[config.mk]
export PLATFORM = sky130hd
export DESIGN_NAME = tx_defer_timer
export DESIGN_NICKNAME = d
export VERILOG_FILES = /design/src/rtl/tx_defer_pkg.sv /design/src/rtl/tx_defer_count.sv /design/src/rtl/tx_defer_ctrl.sv /design/src/rtl/tx_defer_timer.sv
export SDC_FILE = /design/constraint.sdc
export NUM_CORES = 1
export LEC_CHECK = 0
export BUFFER_PORTS_ARGS = -buffer_cell sky130_fd_sc_hd__clkbuf_2
export CORE_UTILIZATION = 30
export CTS_CLUSTER_DIAMETER = 100
export DETAILED_ROUTE_END_ITERATION = 7
export PLACE_DENSITY_LB_ADDON = 0.25
export SLEW_MARGIN = 25
export SYNTH_ARGS = -nofsm -noshare
export SYNTH_HDL_FRONTEND = slang
export SYNTH_HIERARCHICAL = 1
export SYNTH_SLANG_ARGS = --single-unit
[constraint.sdc]
create_clock -name clk -period 5.8 [get_ports clk]
set_input_delay 1.74 -clock clk [delete_from_list [all_inputs] [get_ports clk]]
set_output_delay 1.74 -clock clk [all_outputs]
set_load 0.005 [all_outputs]
[src/rtl/tx_defer_pkg.sv]
package tx_defer_pkg;

  typedef enum logic [2:0] {
    ST_WAIT_LOW = 3'd0,
    ST_SENSE    = 3'd1,
    ST_BLIND    = 3'd2,
    ST_READY    = 3'd3,
    ST_BUSY     = 3'd4
  } deferState_t;

  typedef struct packed {
    logic clr;
    logic inc;
  } cntStrobe_t;

endpackage

[src/rtl/tx_defer_count.sv]
module tx_defer_count
  import tx_defer_pkg::*;
#(
  parameter int SENSE_BITS = 60,
  parameter int BLIND_BITS = 36
) (
  input  logic       clk,
  input  logic       rstN,
  input  cntStrobe_t strobe,
  output logic       senseLast,
  output logic       gapLast
);
  localparam int GAP_BITS = SENSE_BITS + BLIND_BITS;
  localparam int CNT_W    = $clog2(GAP_BITS + 1);
  localparam logic [CNT_W-1:0] SENSE_END = CNT_W'(SENSE_BITS - 1);
  localparam logic [CNT_W-1:0] GAP_END   = CNT_W'(GAP_BITS - 1);

  logic [CNT_W-1:0] bitCnt;

  always_ff @(posedge clk) begin
    if (!rstN)           bitCnt <= '0;
    else if (strobe.clr) bitCnt <= '0;
    else if (strobe.inc) bitCnt <= bitCnt + 1'b1;
  end

  assign senseLast = (bitCnt == SENSE_END);
  assign gapLast   = (bitCnt == GAP_END);


  cnt_in_range_chk: assert property (@(posedge clk) disable iff (!rstN)
    bitCnt <= GAP_END);


  cnt_hold_chk: assert property (@(posedge clk) disable iff (!rstN)
    (!strobe.inc && !strobe.clr) |=> $stable(bitCnt));

endmodule

[src/rtl/tx_defer_ctrl.sv]
module tx_defer_ctrl
  import tx_defer_pkg::*;
(
  input  logic       clk,
  input  logic       rstN,
  input  logic       bitTick,
  input  logic       crs,
  input  logic       txDone,
  input  logic       backoffDone,
  input  logic       framePending,
  input  logic       senseLast,
  input  logic       gapLast,
  output cntStrobe_t strobe,
  output logic       txAllowed,
  output logic       deferring
);
  deferState_t state, stateNext;
  logic restart;

  assign restart = txDone | backoffDone;

  always_comb begin
    stateNext  = state;
    strobe.clr = 1'b0;
    strobe.inc = 1'b0;
    if (restart) begin
      stateNext  = ST_WAIT_LOW;
      strobe.clr = 1'b1;
    end else begin
      unique case (state)
        ST_WAIT_LOW: begin
          strobe.clr = 1'b1;
          if (!crs) stateNext = ST_SENSE;
        end
        ST_SENSE: begin
          if (crs) begin
            stateNext  = ST_WAIT_LOW;
            strobe.clr = 1'b1;
          end else if (bitTick) begin
            strobe.inc = 1'b1;
            if (senseLast) stateNext = ST_BLIND;
          end
        end
        ST_BLIND: begin
          if (bitTick) begin
            if (gapLast) begin
              stateNext  = ST_READY;
              strobe.clr = 1'b1;
            end else begin
              strobe.inc = 1'b1;
            end
          end
        end
        ST_READY: begin
          if (framePending) stateNext = ST_BUSY;
        end
        ST_BUSY: stateNext = ST_BUSY;
        default: begin
          stateNext  = ST_WAIT_LOW;
          strobe.clr = 1'b1;
        end
      endcase
    end
  end

  always_ff @(posedge clk) begin
    if (!rstN) state <= ST_WAIT_LOW;
    else       state <= stateNext;
  end

  assign txAllowed = (state == ST_READY);
  assign deferring = (state == ST_WAIT_LOW) || (state == ST_SENSE) ||
                     (state == ST_BLIND);


  flags_excl_chk: assert property (@(posedge clk) disable iff (!rstN)
    $onehot0({txAllowed, deferring}));


  sense_restart_chk: assert property (@(posedge clk) disable iff (!rstN)
    (state == ST_SENSE && crs && !restart) |=> (state == ST_WAIT_LOW));


  ready_on_tick_chk: assert property (@(posedge clk) disable iff (!rstN)
    $rose(txAllowed) |-> $past(bitTick));


  start_drops_chk: assert property (@(posedge clk) disable iff (!rstN)
    (txAllowed && framePending && !restart) |=> (!txAllowed && !deferring));


  restart_chk: assert property (@(posedge clk) disable iff (!rstN)
    restart |=> (deferring && !txAllowed));


  wait_holds_chk: assert property (@(posedge clk) disable iff (!rstN)
    (state == ST_WAIT_LOW && crs && !restart) |=> (state == ST_WAIT_LOW));

endmodule

[src/rtl/tx_defer_timer.sv]
module tx_defer_timer
  import tx_defer_pkg::*;
#(
  parameter int SENSE_BITS = 60,
  parameter int BLIND_BITS = 36
) (
  input  logic clk,
  input  logic rstN,
  input  logic bitTick,
  input  logic crs,
  input  logic txDone,
  input  logic backoffDone,
  input  logic framePending,
  output logic txAllowed,
  output logic deferring
);
  cntStrobe_t strobe;
  logic senseLast, gapLast;

  tx_defer_ctrl ctrl_i (
    .clk(clk), .rstN(rstN), .bitTick(bitTick), .crs(crs),
    .txDone(txDone), .backoffDone(backoffDone), .framePending(framePending),
    .senseLast(senseLast), .gapLast(gapLast), .strobe(strobe),
    .txAllowed(txAllowed), .deferring(deferring)
  );

  tx_defer_count #(.SENSE_BITS(SENSE_BITS), .BLIND_BITS(BLIND_BITS)) count_i (
    .clk(clk), .rstN(rstN), .strobe(strobe),
    .senseLast(senseLast), .gapLast(gapLast)
  );

endmodule

==> flow_summary_export.csv <==
group,metric,value,unit
synth,synth_nets,71,
grt,vias_in_the_first_global_route,382,
pwr,power-per-cell-area,212.3,nW/um^2
finish,layout.filler_cells,180,
die,die-area,2080,um^2
route,finalWirelength,1074,um
finish,antenna-diode-count,0,
finish,most-common-layout-cells,"10 x sky130_fd_sc_hd__nor2_1, 10 x sky130_fd_sc_hd__dfxtp_1, 8 x sky130_fd_sc_hd__clkbuf_2",
synth,yosysUniqueCellTypes,32,
clocking,clk_path_buf_depth,2,
placement,routabilityCongestion,0.7192,
synth,synth-seq-cells,10,
worst_setup_path,timing.critical_path.buf_inv,1,
finish,final_net_count,81,
synth,seq_area_frac_synth,0.3509,
synth,netlist_top_cells_area,"sky130_fd_sc_hd__dfxtp_1 35%, sky130_fd_sc_hd__nor2_1 6.6%, sky130_fd_sc_hd__xor2_1 4.6%, sky130_fd_sc_hd__mux2i_1 3.5%, sky130_fd_sc_hd__nand3b_4 3.5%",
pwr,leakagePower,0.2318,nW
route,drt_iter0_drc,7,
route,drt_pre_antenna_iters,4,
timing,hold_ws,0.5043,ns
route,drt.antenna.violating_nets,0,
synth,postSynthCellCount,63,
worst_setup_path,critical_path_max_stage_delay,0.42,ns
worst_setup_path,timing.critical_path.max_delay_family,"simple AND/OR/NAND/NOR gates",
worst_setup_path,crit_slowest_cell,"sky130_fd_sc_hd__and4bb_2",
worst_setup_path,regToRegEndpoint,"count_i/bitCnt[5]$_SDFFE_PP0P_",
synth,syn_avg_cell_area,9.056,um^2
finish,post_route_cells_drive_above_1_share,0.2222,
die,floorplan.die.width,45.61,um
min_path,path_category_of_the_worst_min_delay_check,"reg -> reg",
timing,period_share,0.5192,
die,die_h,45.61,um
route,dr_total_vias,478,
worst_setup_path,worstPathMaxFanout,6,
worst_setup_path,reg2regPathDepth,9,
die,ioPinCount,9,
worst_setup_path,worst_setup_path_end_kind,"register",
timing,worst_slew_margin,0.7179,
synth,area_share_of_the_largest_cell_type_after_synthesis,0.3509,
grt,antenna_found_initial,0,
timing,worst_slew_pin_slew,0.4172,ns
timing,report.final.slew_viol_count,0,
run_status,run_status,"complete, no violations",
worst_setup_path,worstPathArrival,3.21,ns
clocking,cts-buffers-inserted,3,
clocking,cts_root_buffer,"sky130_fd_sc_hd__clkbuf_4",
worst_setup_path,critical_path.endpoint,"count_i/bitCnt[5]$_SDFFE_PP0P_",
clocking,clk_latency,0.27,ns
clocking,post_cts_hold_buffer_count,0,
timing,setup_viol,0,
clocking,postCtsResizedCells,0,
clocking,htree_levels,1,
synth,synth.yosys.warnings,6,
synth,synth_area,570.5,um^2
placement,dp.final_hpwl,787.7,um
worst_setup_path,r2r_setup_slack,3.69,ns
worst_setup_path,cp_num_cells,7,
pwr,peakVddDrop,0.09388,mV
route,drc_viols,0,
clocking,postCtsSetupBuffers,0,
placement,io_buffer_count,8,
clocking,cts.sink_count,10,
grt,gr-usage-all-layers,0.1194,
die,rows,15,
run,max_cap_violations,0,
die,placeableCoreArea,1745,um^2
grt,grt_first_pass_wirelength,1690,um
worst_setup_path,startpoint,"crs",
route,avgRoutedWirePerCell,11.07,um
worst_setup_path,worstSetupStartpointType,"input pin",
timing,timing.final.crit_period,3.011,ns
worst_setup_path,crit_chain,"clkbuf_2, and2b_1, mux2i_1, and4bb_2, nand4_2, or3_1, a21oi_1",
clocking,cts_tree,"built",
synth,synth_largest_area_cell,"sky130_fd_sc_hd__dfxtp_1",
timing,final.setup_skew,0.003366,ns
timing,maxClockFrequency,0.3321,GHz
timing,totalNegativeSetupSlack,0,ns
worst_setup_path,critical_path_class,"in -> reg",
die,floorplan.initialDensity,0.3269,
timing,timing.final.hold_violations,0,
finish,synthToLayoutAreaGrowth,14.69,%
timing,rsz0062_at_grt,"no",
worst_setup_path,r2r_start,"count_i/bitCnt[0]$_SDFFE_PP0P_",
worst_setup_path,worst_ep_required_time,6.00,ns
grt,largest_net_degree_at_the_start_of_global_routing,12,
clocking,clkSlewWorstSetupHoldPaths,0.07,ns
route,post_drt_via_cell_ratio,4.928,
grt,grt_overflow,0,
## synthesized netlist by cell type (all sizes together)
cell	instances
dfxtp	10
nor2	10
a21oi	3
buf	3
nand2	3
nand3b	3
o21ai	3
xor2	3
a31oi	2
mux2i	2
nand2b	2
nand3	2
nand4	2
or3	2
a211oi	1
a21o	1
a221oi	1
a22oi	1
a311oi	1
and2b	1
and3b	1
and4bb	1
ha	1
nand4b	1
nor4b	1
o22ai	1
xnor2	1
## flip-flops by register name, summed over array words and instances (netlist names)
| register | flops |
|---|---|
| ctrl_i/state | 3 |
| count_i/bitCnt | 7 |
## layer usage
metal,GRT usage,part of all wire,vias to the layer above
li1,-,-,251
met4,0.1091,0.011,0
met3,0.02778,0.036,2
met1,0.1650,0.51,218
met2,0.1486,0.44,7
met5,0,0,-
## final cells by class
class / count / area, um^2 / share of cell area
clock buffers: 4 / 36.28 / 0.05545
multi-input cells: 50 / 346.6 / 0.5296
flip-flops and latches: 10 / 200.2 / 0.3059
well taps: 25 / 31.28 / 0.04780
repair buffers: 8 / 40.04 / 0.06119
## worst min path at each step
stage / depth (start not counted) / slack [ns] / endpoint / start
5_1_grt: 2 / 0.54 / count_i/bitCnt[6]$_SDFFE_PP0P_ / count_i/bitCnt[6]$_SDFFE_PP0P_
6_report: 2 / 0.50 / count_i/bitCnt[6]$_SDFFE_PP0P_ / count_i/bitCnt[6]$_SDFFE_PP0P_
2_1_floorplan: 2 / 0.47 / count_i/bitCnt[6]$_SDFFE_PP0P_ / count_i/bitCnt[6]$_SDFFE_PP0P_
4_1_cts: 2 / 0.51 / count_i/bitCnt[6]$_SDFFE_PP0P_ / count_i/bitCnt[6]$_SDFFE_PP0P_
3_3_place_gp: 2 / 0.49 / count_i/bitCnt[5]$_SDFFE_PP0P_ / count_i/bitCnt[5]$_SDFFE_PP0P_
3_5_place_dp: 2 / 0.49 / count_i/bitCnt[6]$_SDFFE_PP0P_ / count_i/bitCnt[6]$_SDFFE_PP0P_
## metrics by stage
stage | instance area (um^2) | cells | util | setup WS (ns) | total power, W
after floorplan | 570.5 | 63 | - | 2.732 | 0.00007343
after global placement | 618.1 | 93 | 0.3541 | 2.565 | 0.00007634
after detailed placement | 618.1 | 93 | 0.3541 | 2.538 | 0.00007639
after CTS | 654.4 | 97 | 0.3749 | 2.810 | 0.0001415
after global routing | 654.4 | 97 | 0.3749 | 2.677 | 0.0001446
final | 654.4 | 97 | 0.3749 | 2.789 | 0.0001389
## logic make-up (layout without fill, tap and decap cells)
| logic type | Yosys count | in the layout | share of synthesized area |
|---|---|---|---|
| flip-flops | 10 | 10 | 0.3509 |
| AO/OA/AOI/OAI | 14 | 14 | 0.1667 |
| buffers and inverters | 3 | 12 | 0.04166 |
| AND/OR/NAND/NOR | 29 | 29 | 0.3224 |
| XOR/XNOR | 4 | 4 | 0.06141 |
| multiplexers | 2 | 2 | 0.03509 |
| adder cells (fa/ha/maj) | 1 | 1 | 0.02193 |
## worst register-to-register path, cell delays in order, from the launching register on
cell and delay (ns):
sky130_fd_sc_hd__dfxtp_1 0.34, sky130_fd_sc_hd__ha_1 0.26, sky130_fd_sc_hd__nand4b_1 0.11, sky130_fd_sc_hd__nor2_1 0.08, sky130_fd_sc_hd__nor2_1 0.13, sky130_fd_sc_hd__mux2i_1 0.09, sky130_fd_sc_hd__and4bb_2 0.42, sky130_fd_sc_hd__nand4_2 0.16
sky130_fd_sc_hd__or3_1 0.33, sky130_fd_sc_hd__a21oi_1 0.14
## report_power, final
group	switching (W)	leakage, nW	internal, W
Sequential	0.000000466	0.0806	0.0000688
Combinational	0.00000284	0.130	0.00000274
Clock	0.0000260	0.0210	0.0000381
Note: power is estimated with default switching activity, not from simulation.
